### src/rtl/irq_pkg.sv
package irq_pkg;
  localparam int IRQ_LINES = 8;
  localparam int IDX_W     = $clog2(IRQ_LINES);
  localparam int DATA_W    = 8;

  // Per-bank strobes from the sequencer to the bank datapath.
  typedef struct packed {
    logic              wrMask;
    logic              wrBase;
    logic              eoi;
    logic              ack;
    logic [IDX_W-1:0]  ackIdx;
    logic [DATA_W-1:0] wrData;
  } bank_strobe_t;
endpackage

### src/rtl/irq_bank.sv
module irq_bank
  import irq_pkg::*;
#(
  parameter logic [DATA_W-1:0]    RESET_BASE  = 8'h08,
  parameter logic [IRQ_LINES-1:0] LEVEL_LINES = '0
) (
  input  logic                 clk,
  input  logic                 rstN,
  input  logic [IRQ_LINES-1:0] reqIn,
  input  bank_strobe_t         stb,
  output logic                 intOut,
  output logic [IDX_W-1:0]     winIdx,
  output logic [IRQ_LINES-1:0] isrOut,
  output logic [IRQ_LINES-1:0] maskOut,
  output logic [DATA_W-1:0]    baseOut
);
  localparam int BASE_HI_W = DATA_W - IDX_W;

  logic [IRQ_LINES-1:0] prevIn, irrQ, isrQ, maskQ;
  logic [DATA_W-1:0]    baseQ;
  logic [IRQ_LINES-1:0] edgeHit, liveReq, pendVec, ackBit, eoiBit;
  logic                 hasWin, isrAny;
  logic [IDX_W-1:0]     isrTop;

  // Edge lines latch only when unmasked; level lines follow their input.
  assign edgeHit = reqIn & ~prevIn & ~maskQ & ~LEVEL_LINES;
  assign liveReq = (irrQ & ~LEVEL_LINES) | (reqIn & LEVEL_LINES);
  assign pendVec = liveReq & ~maskQ;

  // Lowest-numbered pending line wins.
  always_comb begin
    hasWin = 1'b0;
    winIdx = '0;
    for (int i = IRQ_LINES - 1; i >= 0; i--) begin
      if (pendVec[i]) begin
        hasWin = 1'b1;
        winIdx = IDX_W'(i);
      end
    end
  end

  // Highest-ranked line currently in service.
  always_comb begin
    isrAny = 1'b0;
    isrTop = '0;
    for (int i = IRQ_LINES - 1; i >= 0; i--) begin
      if (isrQ[i]) begin
        isrAny = 1'b1;
        isrTop = IDX_W'(i);
      end
    end
  end

  assign intOut = hasWin && (!isrAny || (winIdx < isrTop));
  assign ackBit = stb.ack ? (IRQ_LINES'(1) << stb.ackIdx) : '0;
  assign eoiBit = (stb.eoi && isrAny) ? (IRQ_LINES'(1) << isrTop) : '0;

  always_ff @(posedge clk) begin
    if (!rstN) begin
      prevIn <= '0;
      irrQ   <= '0;
      isrQ   <= '0;
      maskQ  <= '0;
      baseQ  <= RESET_BASE;
    end else begin
      prevIn <= reqIn;
      irrQ   <= (irrQ & ~ackBit) | edgeHit;
      isrQ   <= (isrQ & ~eoiBit) | ackBit;
      if (stb.wrMask) maskQ <= stb.wrData[IRQ_LINES-1:0];
      if (stb.wrBase) baseQ <= {stb.wrData[BASE_HI_W-1:0], {IDX_W{1'b0}}};
    end
  end

  assign isrOut  = isrQ;
  assign maskOut = maskQ;
  assign baseOut = baseQ;
endmodule

### src/rtl/irq_seq.sv
module irq_seq
  import irq_pkg::*;
#(
  parameter int                ADDR_W       = 8,
  parameter logic [ADDR_W-1:0] M_CMD        = 8'h20,
  parameter logic [ADDR_W-1:0] M_DATA       = 8'h21,
  parameter logic [ADDR_W-1:0] S_CMD        = 8'hA0,
  parameter logic [ADDR_W-1:0] S_DATA       = 8'hA1,
  parameter int                CASCADE_LINE = 2
) (
  input  logic                 clk,
  input  logic                 rstN,
  input  logic                 regWrEn,
  input  logic [ADDR_W-1:0]    regAddr,
  input  logic [DATA_W-1:0]    regWrData,
  input  logic                 ackReq,
  input  logic                 mInt,
  input  logic [IDX_W-1:0]     mWin,
  input  logic [IDX_W-1:0]     sWin,
  input  logic [DATA_W-1:0]    mBase,
  input  logic [DATA_W-1:0]    sBase,
  input  logic [IRQ_LINES-1:0] mIsr,
  input  logic [IRQ_LINES-1:0] sIsr,
  input  logic [IRQ_LINES-1:0] mMask,
  input  logic [IRQ_LINES-1:0] sMask,
  output bank_strobe_t         mStb,
  output bank_strobe_t         sStb,
  output logic [DATA_W-1:0]    regRdData,
  output logic                 vecValid,
  output logic [DATA_W-1:0]    vecOut
);
  localparam logic [IDX_W-1:0]  CASC_IDX  = IDX_W'(CASCADE_LINE);
  localparam logic [DATA_W-1:0] SPUR_OFFS = DATA_W'(IRQ_LINES - 1);

  logic [DATA_W-1:0] vecNext;

  function automatic bank_strobe_t decodeWrite(logic hitCmd, logic hitData,
                                               logic [DATA_W-1:0] d);
    bank_strobe_t s;
    s        = '0;
    s.wrData = d;
    s.wrMask = hitData;
    s.wrBase = hitCmd && d[7];
    s.eoi    = hitCmd && !d[7] && d[5];
    return s;
  endfunction

  always_comb begin
    mStb    = decodeWrite(regWrEn && (regAddr == M_CMD),
                          regWrEn && (regAddr == M_DATA), regWrData);
    sStb    = decodeWrite(regWrEn && (regAddr == S_CMD),
                          regWrEn && (regAddr == S_DATA), regWrData);
    vecNext = mBase + SPUR_OFFS;
    if (ackReq && mInt) begin
      mStb.ack    = 1'b1;
      mStb.ackIdx = mWin;
      if (mWin == CASC_IDX) begin
        sStb.ack    = 1'b1;
        sStb.ackIdx = sWin;
        vecNext     = sBase + DATA_W'(sWin);
      end else begin
        vecNext = mBase + DATA_W'(mWin);
      end
    end
  end

  always_comb begin
    unique case (regAddr)
      M_CMD:   regRdData = DATA_W'(mIsr);
      M_DATA:  regRdData = DATA_W'(mMask);
      S_CMD:   regRdData = DATA_W'(sIsr);
      S_DATA:  regRdData = DATA_W'(sMask);
      default: regRdData = '0;
    endcase
  end

  always_ff @(posedge clk) begin
    if (!rstN) begin
      vecValid <= 1'b0;
      vecOut   <= '0;
    end else begin
      vecValid <= ackReq;
      if (ackReq) vecOut <= vecNext;
    end
  end
endmodule

### src/rtl/cascade_irq_ctrl.sv
module cascade_irq_ctrl
  import irq_pkg::*;
#(
  parameter int                ADDR_W           = 8,
  parameter logic [ADDR_W-1:0] MASTER_CMD_ADDR  = 8'h20,
  parameter logic [ADDR_W-1:0] MASTER_DATA_ADDR = 8'h21,
  parameter logic [ADDR_W-1:0] SLAVE_CMD_ADDR   = 8'hA0,
  parameter logic [ADDR_W-1:0] SLAVE_DATA_ADDR  = 8'hA1,
  parameter logic [DATA_W-1:0] MASTER_BASE_RST  = 8'h08,
  parameter logic [DATA_W-1:0] SLAVE_BASE_RST   = 8'h70,
  parameter int                CASCADE_LINE     = 2
) (
  input  logic                   clk,
  input  logic                   rstN,
  input  logic [2*IRQ_LINES-1:0] devIrq,
  input  logic                   regWrEn,
  input  logic [ADDR_W-1:0]      regAddr,
  input  logic [DATA_W-1:0]      regWrData,
  output logic [DATA_W-1:0]      regRdData,
  output logic                   cpuIrq,
  input  logic                   ackReq,
  output logic                   vecValid,
  output logic [DATA_W-1:0]      vecOut
);
  localparam logic [IRQ_LINES-1:0] CASC_MASK = IRQ_LINES'(1) << CASCADE_LINE;

  bank_strobe_t         mStb, sStb;
  logic                 sInt;
  logic [IDX_W-1:0]     mWin, sWin;
  logic [IRQ_LINES-1:0] mReq, mIsr, sIsr, mMask, sMask;
  logic [DATA_W-1:0]    mBase, sBase;

  // The secondary request replaces device bit on the cascade input.
  always_comb begin
    mReq               = devIrq[IRQ_LINES-1:0];
    mReq[CASCADE_LINE] = sInt;
  end

  irq_bank #(.RESET_BASE(MASTER_BASE_RST), .LEVEL_LINES(CASC_MASK)) u_master (
    .clk(clk), .rstN(rstN), .reqIn(mReq), .stb(mStb), .intOut(cpuIrq),
    .winIdx(mWin), .isrOut(mIsr), .maskOut(mMask), .baseOut(mBase)
  );

  irq_bank #(.RESET_BASE(SLAVE_BASE_RST), .LEVEL_LINES('0)) u_slave (
    .clk(clk), .rstN(rstN), .reqIn(devIrq[2*IRQ_LINES-1:IRQ_LINES]), .stb(sStb),
    .intOut(sInt), .winIdx(sWin), .isrOut(sIsr), .maskOut(sMask), .baseOut(sBase)
  );

  irq_seq #(
    .ADDR_W(ADDR_W), .M_CMD(MASTER_CMD_ADDR), .M_DATA(MASTER_DATA_ADDR),
    .S_CMD(SLAVE_CMD_ADDR), .S_DATA(SLAVE_DATA_ADDR), .CASCADE_LINE(CASCADE_LINE)
  ) u_seq (
    .clk(clk), .rstN(rstN), .regWrEn(regWrEn), .regAddr(regAddr),
    .regWrData(regWrData), .ackReq(ackReq), .mInt(cpuIrq), .mWin(mWin),
    .sWin(sWin), .mBase(mBase), .sBase(sBase), .mIsr(mIsr), .sIsr(sIsr),
    .mMask(mMask), .sMask(sMask), .mStb(mStb), .sStb(sStb),
    .regRdData(regRdData), .vecValid(vecValid), .vecOut(vecOut)
  );
endmodule

### config.mk
export PLATFORM = sky130hd
export DESIGN_NAME = cascade_irq_ctrl
export DESIGN_NICKNAME = d
export VERILOG_FILES = /design/src/rtl/irq_pkg.sv /design/src/rtl/irq_bank.sv /design/src/rtl/irq_seq.sv /design/src/rtl/cascade_irq_ctrl.sv
export SDC_FILE = /design/constraint.sdc
export NUM_CORES = 1
export LEC_CHECK = 0
export ABC_CLOCK_PERIOD_IN_PS = 5300
export CORE_MARGIN = 2
export CORE_UTILIZATION = 30
export CTS_BUF_LIST = sky130_fd_sc_hd__clkbuf_8
export CTS_CLUSTER_DIAMETER = 40
export DETAILED_ROUTE_END_ITERATION = 8
export PLACE_DENSITY_LB_ADDON = 0.3
export SLEW_MARGIN = 0
export SYNTH_ARGS = -nofsm -noshare
export SYNTH_HDL_FRONTEND = slang
export SYNTH_SLANG_ARGS = --single-unit
### constraint.sdc
create_clock -name clk -period 5.3 [get_ports clk]
set_input_delay 1.59 -clock clk [delete_from_list [all_inputs] [get_ports clk]]
set_output_delay 1.59 -clock clk [all_outputs]
set_load 0.05 [all_outputs]
# ---- After elaboration in Yosys (flattened, before gate mapping)
# Cells that the tools add are included.
dict set report word_totals {
  register_bits 83
  in_bits 36
  elab_cells 143
}
dict set report classes {
  n_addsub 3
  magnitude_cmp 2
  eq_ne 5
  shifts 4
  n_mux 74
  n_bitwise 23
  n_reduce_logical 20
}
# operator n
set ops {}
lappend ops {{$mux W3} 32}
lappend ops {{$and A8 B8 Y8} 10}
lappend ops {{$not A8 Y8} 8}
lappend ops {{$mux W8} 6}
lappend ops {{$mux W1} 32}
lappend ops {{$or A8 B8 Y8} 4}
lappend ops {{$pmux W8 S4} 1}
lappend ops {{$shl A1 B3 Y8 const A} 4}
lappend ops {{$add A8 B3 Y8} 2}
lappend ops {{$eq A8 B6 Y1 const B} 2}
lappend ops {{$eq A8 B8 Y1 const B} 2}
lappend ops {{$logic_and A1 B1 Y1} 15}
lappend ops {{$mux W4} 3}
lappend ops {{$add A8 B3 Y8 const B} 1}
lappend ops {{$or A8 B3 Y8} 1}
lappend ops {{$lt A3 B3 Y1} 2}
lappend ops {{$eq A3 B2 Y1 const B} 1}
lappend ops {{$logic_not A1 Y1} 3}
lappend ops {{$logic_or A1 B1 Y1} 2}

# ---- Longest topological paths before layout
dict set report depth {
  ltp_word 33
  depth_mapped 15
}

# ---- By module
# A second synthesis with hierarchy kept.
dict set report hier_totals {
  hier_cells 524
  hier_area_um2 4663.2
}
# mod instances cells_each area_per_inst_um2 seq_area_each_um2
set by_module_without_submodules {}
lappend by_module_without_submodules {{irq_bank at u_slave} 1 181 1637.8 740.7}
lappend by_module_without_submodules {{irq_bank at u_master} 1 174 1577.8 700.7}
lappend by_module_without_submodules {irq_seq 1 169 1447.6 180.2}

# ---- Worst setup path after synthesis
# Ideal clock, no wire load.
dict set report synth_timing {
  kind {input to output}
  start {in regAddr[1]}
  end {out regRdData[0]}
  arrival_ns 3.649
  required_ns 3.710
  slack_ns 0.061
  stages 6
  n_path_buf 1
  cell_sequence {or4_1 -> or4b_2 -> nor2_2 -> buf_2 -> a22oi_1 -> nand2_1}
}
dict set report synth_via {
  elab_chain_len 2
  elab_cells_between_ends 5
  cone_classes {eq/ne: 4; mux: 1}
}
# element line
set synth_lines {}
lappend synth_lines {{from (decl)} cascade_irq_ctrl.sv:17} ;# input logic [ADDR_W-1:0] regAddr,
lappend synth_lines {{$eq A8 B8 Y1 / $eq A8 B6 Y1 (equally long branches)} irq_seq.sv:68} ;# unique case (regAddr)
lappend synth_lines {{$pmux W8 S4 *} irq_seq.sv:68}
lappend synth_lines {{to (decl)} cascade_irq_ctrl.sv:19} ;# output logic [DATA_W-1:0] regRdData,
# Every way passes the cells marked *; elsewhere a longest branch is shown, timed or not.

# ---- Worst setup path after layout
dict set report layout_timing {
  start {in regAddr[1]}
  end {out regRdData[2]}
}
# The elaborated chain is that of the path after synthesis.

==> flow_summary.yaml <==
run_status:
  status: "completed"
setup_path:
  crit_path_cell_trace: "clkdlybuf4s50_1 -> or4_4 -> or4b_4 -> nor2_4 -> buf_12 -> a22oi_2 -> nand2_2 -> buf_12"
  path_max_fanout: 6
  crit_top_cell: "buf_12"
  worstPathRequired_ns: 3.71
  cpPeakStageDelay_ns: 0.57
  r2r_slack_ns: 1.46
  crit_slowest_cell: "or4b_4"
  end_kind: "output pin"
  critPathKind: "in -> out"
  path_delay_family: "simple AND/OR/NAND/NOR gates"
  critical_path_arrival_ns: 3.66
  critical_path.startpoint_type: "input port"
  path_buf_inv: 3
clock_network:
  root_buffer: "clkbuf_8"
  cts_sinks: 81
  ctsHtreeMaxLevel: 3
  cts_buffers: 9
  clkSlewWorstSetupHoldPaths_ns: 0.08
  clock_latency_ns: 0.38
  clk_path_buf_depth: 2
  cts_tree: "done"
synth:
  ys_warn_count: 0
  synthCells: 494
  ys_ff_latch: 81
  ys_seq_area_share_pct: 39.6
  synthArstFlopShare_pct: 0
  synth-edff-count: 0
  synth_area_sq_mm: 0.00410
  avgSynthCellArea_sq_um: 8.30
  synth_fp_nets: 533
  synthTopCellsByArea: "dfxtp_1 40%, nand2_1 4.7%, a21oi_1 4.6%, nor2_1 3.2%, and2_1 3.1%"
  synth_cell_types: 62
  synth_top_area_cell: "dfxtp_1"
  synth_top_area_share_pct: 39.6
  ys.flop_type: "dfxtp_1"
floorplan:
  die-area_sq_mm: 0.0146
  rows: 42
  core_sq_mm: 0.0133
  die_x_um: 121
  initial_core_util_pct: 30.8
  ios: 54
  die_h_um: 121
grt:
  grt_pass1_vias: 3883
  grt_pass1_wl_um: 20100
  grt-ovfl-total: 0
  antenna_found_initial: 0
  grt_start_max_net_pins: 59
  grtUsageTotal_pct: 17.7
finish:
  stdcell_count: 748
  regArea_sq_mm: 0.00162
  final_common_cell: "dfxtp_1"
  stdcell_area_sq_mm: 0.00543
  diodes: 0
  multi_input_area_sq_mm: 0.00244
  syn_to_final_growth_pct: 32.5
  fillers: 1323
  final_cell_mix: "81 x dfxtp_1, 43 x nand2_1, 39 x clkdlybuf4s50_1"
  nets: 606
  drive_above_1_share_pct: 18.7
placed_design:
  placedCellCount: 727
  place.gp.congestion: 0.899
  dpl-instance-area_sq_mm: 0.00506
  port_buffers: 52
  dp.final_hpwl_um: 9140
sta:
  report.final.setup_viol: 0
  period_share_pct: 99.1
  fmax_mhz: 190
  slew_viol_final: 0
  min_period_ns: 5.25
  holdWs_ns: 0.480
  final-hold-violation-count: 0
  fin_skew_ns: 0.0117
  tns_ns: 0
  max_slew.worst_pin.slew_ns: 1.09
  slew_headroom_pct: 27.4
power_and_ir_drop:
  power_density_mw_per_mm2: 336
  p_leak_uw: 0.00205
  p_comb_share_pct: 39.3
  vdd_drop_max_mv: 0.277
  p_switching_uw: 700
  power.internal_uw: 1130
  sw_frac_of_total_pct: 38.3
  clkPwrFrac_pct: 22.6
  power_frac_seq_pct: 38.1
worst_hold_path:
  hp-class: "reg -> reg"
routing:
  firstDrtPassIters: 4
  drt_iter0_markers: 232
  antenna_left: 0
  drc_errors: 0
  wl_per_cell_um: 16.8
  num_vias: 3952
  vias_per_cell: 5.28
  routed_wl_um: 12500
job:
  maxCapViolations: 0
[registers in the layout (all words and copies together) (netlist names)]
register,flops
u_master.irrQ,7
u_slave.maskOut,8
u_slave.irrQ,8
u_master.prevIn,7
u_master.maskOut,8
u_master.isrOut,8
u_master.baseOut,5
u_slave.isrOut,8
u_slave.prevIn,8
u_seq.vecOut,8
u_slave.baseOut,5
u_seq.vecValid,1
[metrics by stage]
step / power [uW] / worst slack (ns) / util, %
2_1_floorplan: 1150 / 0.0613 / -
3_3_place_gp: 1380 / -0.159 / 38.1
3_5_place_dp: 1380 / -0.186 / 38.1
4_1_cts: 1800 / -0.00836 / 39.6
5_1_grt: 1930 / -0.0236 / 40.8
6_report: 1830 / 0.0487 / 40.8
[cell type report]
cell class / count / area share (%)
clock buffer: 10 / 2.53
inverter: 16 / 1.11
multi-input combinational: 374 / 45.0
timing repair buffer: 85 / 16.8
clock inverter: 6 / 0.668
sequential: 81 / 29.9
tap: 176 / 4.06
[synth_stat cells (3+ instances only)]
library cell,n
dfxtp_1,81
nand2_1,51
a21oi_1,38
nor2_1,35
nand3_1,22
o21ai_0,22
and2_1,20
clkbuf_1,18
nand2b_1,17
a22oi_1,16
inv_1,16
nor2b_1,13
a31oi_1,12
nor3_1,11
nor3b_1,10
a31o_1,8
a311oi_1,7
mux2i_1,7
nor4_1,6
o21a_1,5
or3_1,5
a21o_1,4
and3_1,4
buf_2,4
o211ai_1,4
o21bai_1,4
o311a_1,4
a21boi_0,3
a31o_2,3
ha_1,3
o31ai_1,3
or3b_2,3
[per-layer routing]
metal	vias up	track usage (%)	part of all wire [%]
li1	1941	-	-
met1	1888	22.8	45
met4	0	6.54	2.2
met2	103	28.7	48
met5	-	0	0
met3	20	4.09	4.6
[worst paths after layout]
path                            from              end  cells past startpoint
setup reg to reg     u_slave.irrQ[2]  u_slave.irrQ[6]                     17
setup / recovery          regAddr[1]     regRdData[2]                      8
hold / removal    u_slave.baseOut[6]  u_seq.vecOut[6]                      2
hold reg to reg   u_slave.baseOut[6]  u_seq.vecOut[6]                      2
[timing repair]
item | 4_1_cts | 5_1_grt
hold buffers | 0 | 0
setup endpoints to repair | 9 | 9
resized for setup | 5 | 30
setup buffers | 0 | 4
pin swaps | 1 | 14
cloned | 0 | 1
[power groups by stage]
stage          logic [uW]  registers [uW]  clock network (uW)
2_1_floorplan         406             740                   0
3_3_place_gp          669             706                   0
3_5_place_dp          671             707                   0
4_1_cts               677             694                 427
5_1_grt               773             703                 456
6_report              717             696                 413
[tightest hold or removal path, cell delays in order, from the launching register on]
cell and delay, ns:
dfxtp_1 0.30, inv_1 0.06, a311oi_1 0.07
[cell families (layout without fill, tap and decap cells)]
family                   Yosys count  count (layout)  share of synthesized area [%]
buffers and inverters             39             117                           3.79
flip-flops                        81              81                           39.6
AND/OR/NAND/NOR                  214             214                           28.5
adder cells (fa/ha/maj)            3               3                          0.916
AO/OA/AOI/OAI                    150             150                           25.5
multiplexers                       7               7                           1.71
(Power assumes the default switching activity.)
